File: src/rtl/ipi_pkg.sv
package ipi_pkg;
  localparam int WORD_W  = 32;
  localparam int CORE_FW = 14;
  localparam int MSG_W   = 16;

  typedef struct packed {
    logic               clr;
    logic               snd;
    logic [CORE_FW-1:0] dst;
    logic [MSG_W-1:0]   msg;
  } cmd_word_t;

  typedef struct packed {
    logic               rsvd;
    logic               pend;
    logic [CORE_FW-1:0] src;
    logic [MSG_W-1:0]   msg;
  } mbox_word_t;

  // Mailbox value deposited by a send.
  function automatic mbox_word_t stamp_mbox(input logic [CORE_FW-1:0] src,
                                            input logic [MSG_W-1:0] msg);
    mbox_word_t m;
    m.rsvd = 1'b0;
    m.pend = 1'b1;
    m.src  = src;
    m.msg  = msg;
    return m;
  endfunction

  // Mailbox value after a clear: only the pending flag drops.
  function automatic mbox_word_t drop_pend(input mbox_word_t m);
    mbox_word_t r;
    r      = m;
    r.pend = 1'b0;
    return r;
  endfunction
endpackage

File: src/rtl/ipi_addr_dec.sv
module ipi_addr_dec #(
  parameter int NUM_CORES = 1,
  parameter int ADDR_W    = 6,
  localparam int IDX_W    = ADDR_W - 3
) (
  input  logic              bus_we,
  input  logic [ADDR_W-1:0] bus_addr,
  output logic [IDX_W-1:0]  slot_idx,
  output logic              slot_ok,
  output logic              pick_mbox,
  output logic              cmd_wr,
  output logic              mbox_wr
);
  logic [1:0] unused_lsb;
  assign unused_lsb = bus_addr[1:0];

  assign slot_idx  = bus_addr[ADDR_W-1:3];
  assign pick_mbox = bus_addr[2];
  assign slot_ok   = int'(slot_idx) < NUM_CORES;
  assign cmd_wr    = bus_we && slot_ok && !pick_mbox;
  assign mbox_wr   = bus_we && slot_ok && pick_mbox;
endmodule

File: src/rtl/ipi_cmd_gen.sv
module ipi_cmd_gen
  import ipi_pkg::*;
#(
  parameter int NUM_CORES = 1,
  parameter int IDX_W     = 3
) (
  input  logic                 cmd_wr,
  input  logic [IDX_W-1:0]     writer_idx,
  input  logic [WORD_W-1:0]    wdata,
  output logic                 snd_req,
  output logic                 snd_fire,
  output logic [CORE_FW-1:0]   snd_dst,
  output logic                 clr_fire,
  output mbox_word_t           stamp
);
  cmd_word_t cw;
  assign cw       = cmd_word_t'(wdata);
  assign snd_req  = cmd_wr && cw.snd;
  assign snd_dst  = cw.dst;
  assign snd_fire = snd_req && (int'(cw.dst) < NUM_CORES);
  assign clr_fire = cmd_wr && cw.clr;
  assign stamp    = stamp_mbox(CORE_FW'(writer_idx), cw.msg);
endmodule

File: src/rtl/ipi_core_slot.sv
module ipi_core_slot
  import ipi_pkg::*;
(
  input  logic              clk,
  input  logic              rst_n,
  input  logic              cmd_load,
  input  logic [WORD_W-1:0] cmd_wdata,
  input  logic              snd_hit,
  input  mbox_word_t        stamp,
  input  logic              clr_hit,
  output logic [WORD_W-1:0] cmd_q,
  output mbox_word_t        mbox_q,
  output logic              irq_q
);
  mbox_word_t mbox_d;

  // Send lands first, clear is applied on top of it.
  always_comb begin
    mbox_d = mbox_q;
    if (snd_hit) mbox_d = stamp;
    if (clr_hit) mbox_d = drop_pend(mbox_d);
  end

  always_ff @(posedge clk) begin
    if (!rst_n) begin
      cmd_q  <= '0;
      mbox_q <= '0;
      irq_q  <= 1'b0;
    end else begin
      if (cmd_load) cmd_q <= cmd_wdata;
      mbox_q <= mbox_d;
      irq_q  <= mbox_d.pend;
    end
  end
endmodule

File: src/rtl/ipi_hub.sv
module ipi_hub
  import ipi_pkg::*;
#(
  parameter int NUM_CORES = 1,
  parameter int ADDR_W    = 6
) (
  input  logic                 clk,
  input  logic                 rst_n,
  input  logic                 bus_we,
  input  logic [ADDR_W-1:0]    bus_addr,
  input  logic [31:0]          bus_wdata,
  output logic [31:0]          bus_rdata,
  output logic [NUM_CORES-1:0] irq_o
);
  localparam int IDX_W = ADDR_W - 3;

  logic [IDX_W-1:0]   slot_idx;
  logic               slot_ok;
  logic               pick_mbox;
  logic               cmd_wr;
  logic               mbox_wr;
  logic               snd_req;
  logic               snd_fire;
  logic [CORE_FW-1:0] snd_dst;
  logic               clr_fire;
  mbox_word_t         stamp;

  logic [WORD_W-1:0]  cmd_arr  [NUM_CORES];
  mbox_word_t         mbox_arr [NUM_CORES];

  ipi_addr_dec #(.NUM_CORES(NUM_CORES), .ADDR_W(ADDR_W)) u_dec (
    .bus_we    (bus_we),
    .bus_addr  (bus_addr),
    .slot_idx  (slot_idx),
    .slot_ok   (slot_ok),
    .pick_mbox (pick_mbox),
    .cmd_wr    (cmd_wr),
    .mbox_wr   (mbox_wr)
  );

  ipi_cmd_gen #(.NUM_CORES(NUM_CORES), .IDX_W(IDX_W)) u_cmd (
    .cmd_wr     (cmd_wr),
    .writer_idx (slot_idx),
    .wdata      (bus_wdata),
    .snd_req    (snd_req),
    .snd_fire   (snd_fire),
    .snd_dst    (snd_dst),
    .clr_fire   (clr_fire),
    .stamp      (stamp)
  );

  for (genvar k = 0; k < NUM_CORES; k++) begin : g_slot
    logic is_writer;
    logic snd_hit;
    assign is_writer = int'(slot_idx) == k;
    assign snd_hit   = snd_fire && (int'(snd_dst) == k);

    ipi_core_slot u_slot (
      .clk       (clk),
      .rst_n     (rst_n),
      .cmd_load  (cmd_wr && is_writer),
      .cmd_wdata (bus_wdata),
      .snd_hit   (snd_hit),
      .stamp     (stamp),
      .clr_hit   (clr_fire && is_writer),
      .cmd_q     (cmd_arr[k]),
      .mbox_q    (mbox_arr[k]),
      .irq_q     (irq_o[k])
    );
  end

  always_comb begin
    bus_rdata = '0;
    for (int k = 0; k < NUM_CORES; k++) begin
      if (slot_ok && int'(slot_idx) == k)
        bus_rdata = pick_mbox ? WORD_W'(mbox_arr[k]) : cmd_arr[k];
    end
  end
endmodule

File: config.mk
export PLATFORM = sky130hd
export DESIGN_NAME = ipi_hub
export DESIGN_NICKNAME = d
export VERILOG_FILES = /design/src/rtl/ipi_pkg.sv /design/src/rtl/ipi_addr_dec.sv /design/src/rtl/ipi_cmd_gen.sv /design/src/rtl/ipi_core_slot.sv /design/src/rtl/ipi_hub.sv
export SDC_FILE = /design/constraint.sdc
export NUM_CORES = 1
export LEC_CHECK = 0
export ABC_AREA = 1
export CORE_MARGIN = 2
export CORE_UTILIZATION = 35
export CTS_BUF_LIST = sky130_fd_sc_hd__clkbuf_8 sky130_fd_sc_hd__clkbuf_16
export DETAILED_ROUTE_END_ITERATION = 7
export PLACE_DENSITY = 0.76
export SLEW_MARGIN = 10
export SYNTH_ARGS = -nofsm -noshare
export SYNTH_HDL_FRONTEND = slang
export SYNTH_SLANG_ARGS = --single-unit
export TNS_END_PERCENT = 1
File: constraint.sdc
create_clock -name clk -period 1 [get_ports clk]
set_input_delay 0.1 -clock clk [delete_from_list [all_inputs] [get_ports clk]]
set_output_delay 0.1 -clock clk [all_outputs]
set_load 0.1 [all_outputs]
# --- Yosys cells after proc, flatten, opt, wreduce, memory -nomap -nowiden ---
# Index checks and enable logic that the tools add are counted.
word_totals:
  word_cells: 24
  output_inout_bits: 33
  reg_bits: 64
  inputBits: 41
classes:
  mux: 3
  n_reduce_logical: 13
  bitwise_logic: 1
  magnitude_cmp: 2
op_table:
  columns: ["operator", "count"]
  rows:
  - ["2-to-1 mux 32 bit", 3]
  - ["logical NOT 14 bit", 1]
  - ["less-than comparator 14 x 1 -> 1 bit (second input constant)", 1]
  - ["logical AND 1 bit", 9]
  - ["logical NOT 3 bit", 1]
  - ["less-than comparator 3 x 1 -> 1 bit (second input constant)", 1]
  - ["OR reduction 2 bit", 1]
  - ["logical NOT 1 bit", 1]
  - ["NOT 1 bit", 1]

# --- Depth between registers and ports, before layout ---
# Gate-level depths: netlist (run 1).
logic_depth:
  ltp_word: 7
  ltp_mapped: 9
  ltp_nobuf: 8

# --- By module ---
# From an unflattened synthesis (run 1), not the netlist that was laid out.
unflattened:
  cells_unflattened: 515
  hier_area_um2: 3514.6
by_module_without_submodules:
  columns: ["mod", "cells_per_inst", "area_each_um2", "instances", "seq_area_each_um2"]
  rows:
  - ["ipi_core_slot", 280, 2209.6, 1, 1281.2]
  - ["ipi_hub", 144, 773.2, 1, 0.0]
  - ["ipi_cmd_gen", 80, 473.0, 1, 0.0]
  - ["ipi_addr_dec", 11, 58.8, 1, 0.0]

# --- Worst setup path after synthesis (run 1) ---
# OpenSTA, ideal clock, no wires.
synth_path:
  path_type: "reg2out"
  start: "register g_slot[0].u_slot.mbox_q[30] (netlist bit)"
  end: "output bus_rdata[30]"
  path_stages_with_launch: 3
  n_path_buf: 0
  t_arrival_ns: 2.570
  slack_ns: -1.670
  cell_sequence: "dfxtp_1 -> nand2_1 -> a21oi_1"
synth_between:
  elab_chain_len: 2
synth_lines:
  columns: ["item", "line_no", "rtl"]
  rows:
  - ["from (decl)", "ipi_core_slot.sv:12", "output mbox_word_t mbox_q,"]
  - ["from (signal assigned)", "ipi_core_slot.sv:31", "mbox_q <= mbox_d;"]
  - ["2-to-1 mux 32 bit", "ipi_hub.sv:76", "bus_rdata = pick_mbox ? WORD_W'(mbox_arr[k]) : cmd_arr[k];"]
  - ["2-to-1 mux 32 bit", "ipi_hub.sv:75", "if (slot_ok && int'(slot_idx) == k)"]
  - ["to (decl)", "ipi_hub.sv:12", "output logic [31:0] bus_rdata,"]
# No other way between the ends.

# --- Worst setup path in the final report (run 1) ---
layout_path:
  start: "register g_slot[0].u_slot.mbox_q[14] (netlist bit)"
  end: "output bus_rdata[14]"
# The elaborated chain is that of the path after synthesis.

==> out/metrics.yaml, run 1 <==
cp_cell_sequence: "nand2_2 -> a21oi_4 -> buf_12"
required_ns: 0.90
ir_drop_v: 0.000492
skew_ns: 0
seqCellArea_mm2: 0.00110
whs_path_depth: 3
p_int_mw: 2.92
ios: 74
max_freq_mhz: 805
p_sw_frac: 0.274
crit_path_max_fanout: 2
wirelength_um: 7920
netlist_area_mm2: 0.00244
syn_to_final_growth_pct: 83.6
nNetsFinal: 490
drv_slew: 0
cts_tree: "built"
period_needed_ns: 1.24
ys_seq_area_frac: 0.427
p_clk_frac: 0.315
ff2ff_path_depth: 3
clock_sinks: 52
grt-ovfl-total: 0
r2r_start: "g_slot[0].u_slot.cmd_q[11]$_SDFFE_PN0P_"
path_delay_family: "flip-flops"
die_w_um: 87.5
cts-root-buf: "clkbuf_8"
initial_core_util: 0.361
violations: "negative setup slack"
postSynthCellCount: 360
clkTransAtPathRegs_ns: 0.11
grt_pass1_vias: 2598
seqPwrFrac: 0.526
hpwl_um: 4890
syn_avg_cell_area_um2: 6.77
netlist-cell-type-count: 21
yosysWarnings: 0
viasPerCell: 5.05
drc: 0
setup.worst_path.start_class: "flip-flop"
routedWlPerCell_um: 14.9
routabilityCongestion: 0.787
dp_slack_ns: -0.556
powerDensity_mw_per_mm2: 898
cp.arrival_ns: 1.14
drv_cap: 0
reg2reg_to: "g_slot[0].u_slot.cmd_q[11]$_SDFFE_PN0P_"
relSlewSlack: 0.800
dp.cells: 513
htree_num_levels: 2
core_area_mm2: 0.00676
vias: 2679
clockBufferDepth: 2
drt_first_pass_iters: 5
hold_path.startpoint: "bus_wdata[26]"
track_usage: 0.211
final_common_cell: "nor2_1"
cpPeakStageDelay_ns: 0.36
rsz0062_at_grt: "true"
cp_num_buf_inv: 1
cts_buffers: 5
grt_max_degree: 49
crit_slowest_cell: "dfxtp_2"
rrSetupSlack_ns: 0.25
timing.final.ws_setup_ns: -0.243
dr.first_iter.drc_count: 161
diodes: 0
antenna_left: 0
die_h_um: 87.5
status: "complete, but fails checks"
p_leak_nw: 1.76
clk-insertion-delay-late_ns: 0.30
rows: 30
post-route-period-util: 1.24
layout_common_cells: "nor2_1 (54), nand2_1 (49), dfxtp_2 (45)"
multi_input_area_mm2: 0.00160
drive_gt1_frac: 0.467
hold_viol_final: 0
synth_nets: 401
die-area_mm2: 0.00765
grt_pass1_wl_um: 12500
path_class: "reg -> out"
worstMarginPinSlew_ns: 0.300
combPwrFrac: 0.160
setup_viol: 53
port_buffers: 71
fillers: 489
tns_ns: -7.61
antenna_found_initial: 0
hold_ws_ns: 0.0636
cp-end-kind: "output port"
p_switching_mw: 1.10
worstHoldPathType: "in -> reg"
yosys_register_bits: 52
final_cells: 530
crit_start: "g_slot[0].u_slot.mbox_q[14]$_SDFFE_PN0P_"
min_to: "g_slot[0].u_slot.cmd_q[26]$_SDFFE_PN0P_"
flip-flops by register name, summed over array words and instances (netlist names):
register / flops
g_slot.u_slot.cmd_q: 32
g_slot.u_slot.mbox_q: 20
synth_stat cells:
| cell | instances | area share |
|---|---|---|
| nand3_4 | 1 | 0.0072 |
| o21ai_0 | 10 | 0.021 |
| buf_4 | 1 | 0.0031 |
| nand3_1 | 18 | 0.037 |
| nor2_4 | 2 | 0.0092 |
| inv_2 | 2 | 0.0031 |
| nand2_4 | 1 | 0.0046 |
| nor2_8 | 2 | 0.016 |
| buf_2 | 3 | 0.0062 |
| o21ai_1 | 20 | 0.041 |
| nand2_2 | 2 | 0.0051 |
| inv_1 | 30 | 0.046 |
| nor2_1 | 70 | 0.11 |
| clkbuf_1 | 7 | 0.011 |
| nor2_2 | 1 | 0.0026 |
| dfxtp_1 | 52 | 0.43 |
| buf_6 | 5 | 0.023 |
| a21oi_1 | 46 | 0.094 |
| buf_1 | 5 | 0.0077 |
| nand2_1 | 81 | 0.12 |
| inv_4 | 1 | 0.0026 |
layout make-up:
cell class | count | share of cell area
Timing Repair Buffer | 102 | 0.324
Multi-Input combinational cell | 255 | 0.357
Tap cell | 80 | 0.0224
Clock inverter | 3 | 0.00587
Clock buffer | 5 | 0.0154
Sequential cell | 52 | 0.246
Inverter | 33 | 0.0293
stage by stage:
step	power, mW	instance area (µm²)	utilization
2_1_floorplan	2.41	2770	-
3_3_place_gp	2.69	4060	0.601
3_5_place_dp	2.70	4060	0.601
4_1_cts	4.02	4400	0.651
6_report	4.02	4480	0.663
5_1_grt	4.19	4480	0.663
how the worst max path moves through the flow:
stage | end | slack [ns] | depth (start not counted)
5_1_grt | bus_rdata[14] | -0.27 | 3
6_report | bus_rdata[14] | -0.24 | 3
2_1_floorplan | bus_rdata[30] | -0.30 | 2
3_3_place_gp | g_slot[0].u_slot.mbox_q[3]$_SDFFE_PN0P_ | -0.53 | 8
4_1_cts | bus_rdata[4] | -0.21 | 3
3_5_place_dp | g_slot[0].u_slot.mbox_q[8]$_SDFFE_PN0P_ | -0.56 | 7
timing repair:
action                                 4_1_cts  5_1_grt
endpoints found under the hold margin        0        0
pin swaps                                   39       18
resized for setup                           92       27
buffers inserted                             4        1
setup endpoints to repair                   83       53
hold buffers                                 0        0
gates cloned                                 3        1
tightest hold or removal path, stage by stage:
cell and delay [ns]:
dlymetal6s2s_1 0.13, inv_1 0.06, a21oi_1 0.05
cell families after synthesis:
family / after synthesis / synth area share
and+or+nand+nor: 178 / 0.315
buffers and inverters: 54 / 0.103
AOI/OAI and AO/OA: 76 / 0.156
DFF: 52 / 0.427
metal layers:
| layer | part of all wire | vias up | global-route usage |
|---|---|---|---|
| met1 | 0.41 | 1255 | 0.266 |
| met2 | 0.51 | 87 | 0.357 |
| li1 | - | 1316 | - |
| met3 | 0.047 | 21 | 0.0370 |
| met5 | 0 | - | 0 |
| met4 | 0.031 | 0 | 0.0811 |
power groups by stage:
stage	logic, mW	registers [mW]	clock network, mW
floorplan	0.254	2.15	0
global placement	0.539	2.15	0
detailed placement	0.546	2.16	0
CTS	0.629	2.11	1.28
global route	0.686	2.12	1.38
finish	0.642	2.11	1.27
No activity file was read; power rests on OpenSTA's default activity.
==> inputs of run 2 (changes only) <==
==> constraint.sdc (replaced) <==
create_clock -name clk -period 1 [get_ports clk]
set_input_delay 0.15 -clock clk [delete_from_list [all_inputs] [get_ports clk]]
set_output_delay 0.15 -clock clk [all_outputs]
set_load 0.1 [all_outputs]
==> out/metrics.yaml, run 2 (same netlist as run 1, synthesis figures left out) <==
seqCellArea_mm2: 0.00111  # was 0.00110 mm²
grt-ovfl-total: 0  # unchanged
ir_drop_v: 0.000554  # was 0.000492 V
port_buffers: 71  # unchanged
drv_slew: 0  # unchanged
htree_num_levels: 2  # unchanged
hold_ws_ns: 0.141  # was 0.0636 ns
routedWlPerCell_um: 15.0  # was 14.9 µm
seqPwrFrac: 0.530  # was 0.526
hold_viol_final: 0  # unchanged
violations: "negative setup slack"  # unchanged
core_area_mm2: 0.00676  # unchanged
clk-insertion-delay-late_ns: 0.31  # was 0.30 ns
hpwl_um: 5010  # was 4890 µm
diodes: 0  # unchanged
p_switching_mw: 1.05  # was 1.10 mW
vias: 2703  # was 2679
drv_cap: 0  # unchanged
die_h_um: 87.5  # unchanged
die_w_um: 87.5  # unchanged
cp-end-kind: "output port"  # unchanged
ios: 74  # unchanged
required_ns: 0.85  # was 0.90 ns
crit_path_max_fanout: 2  # unchanged
skew_ns: 0  # unchanged
p_int_mw: 2.94  # was 2.92 mW
finalInstanceArea_mm2: 0.00445  # was 0.00448 mm²
period_needed_ns: 1.25  # was 1.24 ns
reg.largest.list: "g_slot.u_slot.cmd_q: 32 flops, g_slot.u_slot.mbox_q: 20 flops"  # unchanged
clockBufferDepth: 2  # unchanged
drt_first_pass_iters: 4  # was 5
largest_register_ffs: 32  # unchanged
grt_max_degree: 49  # unchanged
clock_sinks: 52  # unchanged
clkTransAtPathRegs_ns: 0.10  # was 0.11 ns
cp.arrival_ns: 1.10  # was 1.14 ns
fillers: 496  # was 489
setup.worst_path.start_class: "flip-flop"  # unchanged
dp_slack_ns: -0.662  # was -0.556 ns
die-area_mm2: 0.00765  # unchanged
antenna_left: 0  # unchanged
grt_pass1_wl_um: 12600  # was 12500 µm
syn_to_final_growth_pct: 82.4  # was 83.6%
p_clk_frac: 0.317  # was 0.315
rsz0062_at_grt: "true"  # unchanged
multi_input_area_mm2: 0.00156  # was 0.00160 mm²
worstHoldPathType: "in -> reg"  # unchanged
dr.first_iter.drc_count: 186  # was 161
drive_gt1_frac: 0.456  # was 0.467
post-route-period-util: 1.25  # was 1.24
cts_tree: "built"  # unchanged
path_class: "reg -> out"  # unchanged
antenna_found_initial: 0  # unchanged
status: "complete, but fails checks"  # unchanged
track_usage: 0.211  # about the same
relSlewSlack: 0.820  # was 0.800
largest_register: "g_slot.u_slot.cmd_q"  # unchanged
p_leak_nw: 1.75  # was 1.76 nW
max_freq_mhz: 798  # was 805 MHz
powerDensity_mw_per_mm2: 896  # was 898 mW/mm²
timing.final.ws_setup_ns: -0.253  # was -0.243 ns
post_dp_cell_area_mm2: 0.00402  # was 0.00406 mm²
layout_common_cells: "nand2_1 (57), nor2_1 (55), dfxtp_2 (50)"  # was nor2_1 (54), nand2_1 (49), dfxtp_2 (45)
rows: 30  # unchanged
final_common_cell: "nand2_1"  # was nor2_1
routabilityCongestion: 0.760  # was 0.787
grt_pass1_vias: 2689  # was 2598
nNetsFinal: 492  # was 490
cts_buffers: 5  # unchanged
cts-root-buf: "clkbuf_8"  # unchanged
drc: 0  # unchanged
wirelength_um: 7970  # was 7920 µm
combPwrFrac: 0.152  # was 0.160
viasPerCell: 5.08  # was 5.05
initial_core_util: 0.361  # unchanged
setup_viol: 53  # unchanged
p_sw_frac: 0.263  # was 0.274
worstMarginPinSlew_ns: 0.270  # was 0.300 ns
rrSetupSlack_ns: 0.23  # was 0.25 ns
-- run 2: cell types whose count changed in the layout (fill, tap and decap cells not counted), moves of 2 or more --
| cell | delta |
|---|---|
| buf_6 | +8 |
| nand2_1 | +8 |
| nand2_2 | -8 |
| dlygate4sd2_1 | +7 |
| clkdlybuf4s50_1 | -5 |
| dfxtp_1 | -5 |
| dfxtp_2 | +5 |
| buf_12 | -4 |
| o21ai_0 | -4 |
| o21ai_1 | +4 |
| buf_2 | -2 |
| clkinv_4 | -2 |
| dlymetal6s2s_1 | -2 |
| nor2_2 | -2 |
-- run 2: metal layers --
layer	share of wire	global-route usage	wire, µm	vias to the layer above
met2	0.53	0.375	4250	111
li1	-	-	-	1325
met1	0.38	0.246	3050	1247
met3	0.059	0.0474	470	20
met5	0	0	0	-
met4	0.025	0.0755	201	0
-- run 2: timing repair --
item	4_1_cts	5_1_grt
endpoints found under the setup margin	85	55
pin swaps	31	9
hold buffers	0	0
cloned	3	0
resized for setup	106	28
setup buffers	5	1
hold endpoints to repair	0	0
-- run 2: metrics by stage --
stage,utilization,setup TNS (ns),total power [mW],std cells
floorplan,-,-10.84,2.41,360
global placement,0.595,-45.59,2.68,515
detailed placement,0.595,-47.48,2.69,515
CTS,0.649,-10.04,3.97,531
global route,0.658,-12.24,4.12,532
finish,0.658,-9.67,3.99,532
-- run 2: power groups by stage --
stage	clock network (mW)	logic, mW	registers (mW)
after floorplan	0	0.258	2.15
after global placement	0	0.526	2.15
after CTS	1.26	0.597	2.11
after detailed placement	0	0.537	2.16
final	1.26	0.607	2.11
after global routing	1.36	0.645	2.12
-- run 2: path summary, 6_finish.rpt --
check	end	cells past startpoint	start
max	bus_rdata[8]	3	g_slot[0].u_slot.mbox_q[8]$_SDFFE_PN0P_
min	g_slot[0].u_slot.cmd_q[19]$_SDFFE_PN0P_	3	bus_wdata[19]
max reg2reg	g_slot[0].u_slot.mbox_q[30]$_SDFFE_PP0P_	3	g_slot[0].u_slot.mbox_q[30]$_SDFFE_PP0P_
min reg2reg	g_slot[0].u_slot.mbox_q[17]$_SDFFE_PN0P_	2	g_slot[0].u_slot.mbox_q[17]$_SDFFE_PN0P_
-- run 2: critical path, stage by stage, from the launching register on --
cell and delay [ns]:
dfxtp_2 0.34, nand2_1 0.08, a21oi_4 0.18, buf_12 0.19
-- run 2: cell type report --
type	count	share of cell area
tap	80	0.0225
sequential	52	0.249
multi-input combinational	254	0.352
inverter	33	0.0290
timing repair buffer	105	0.327
clock buffer	6	0.0186
clock inverter	2	0.00253
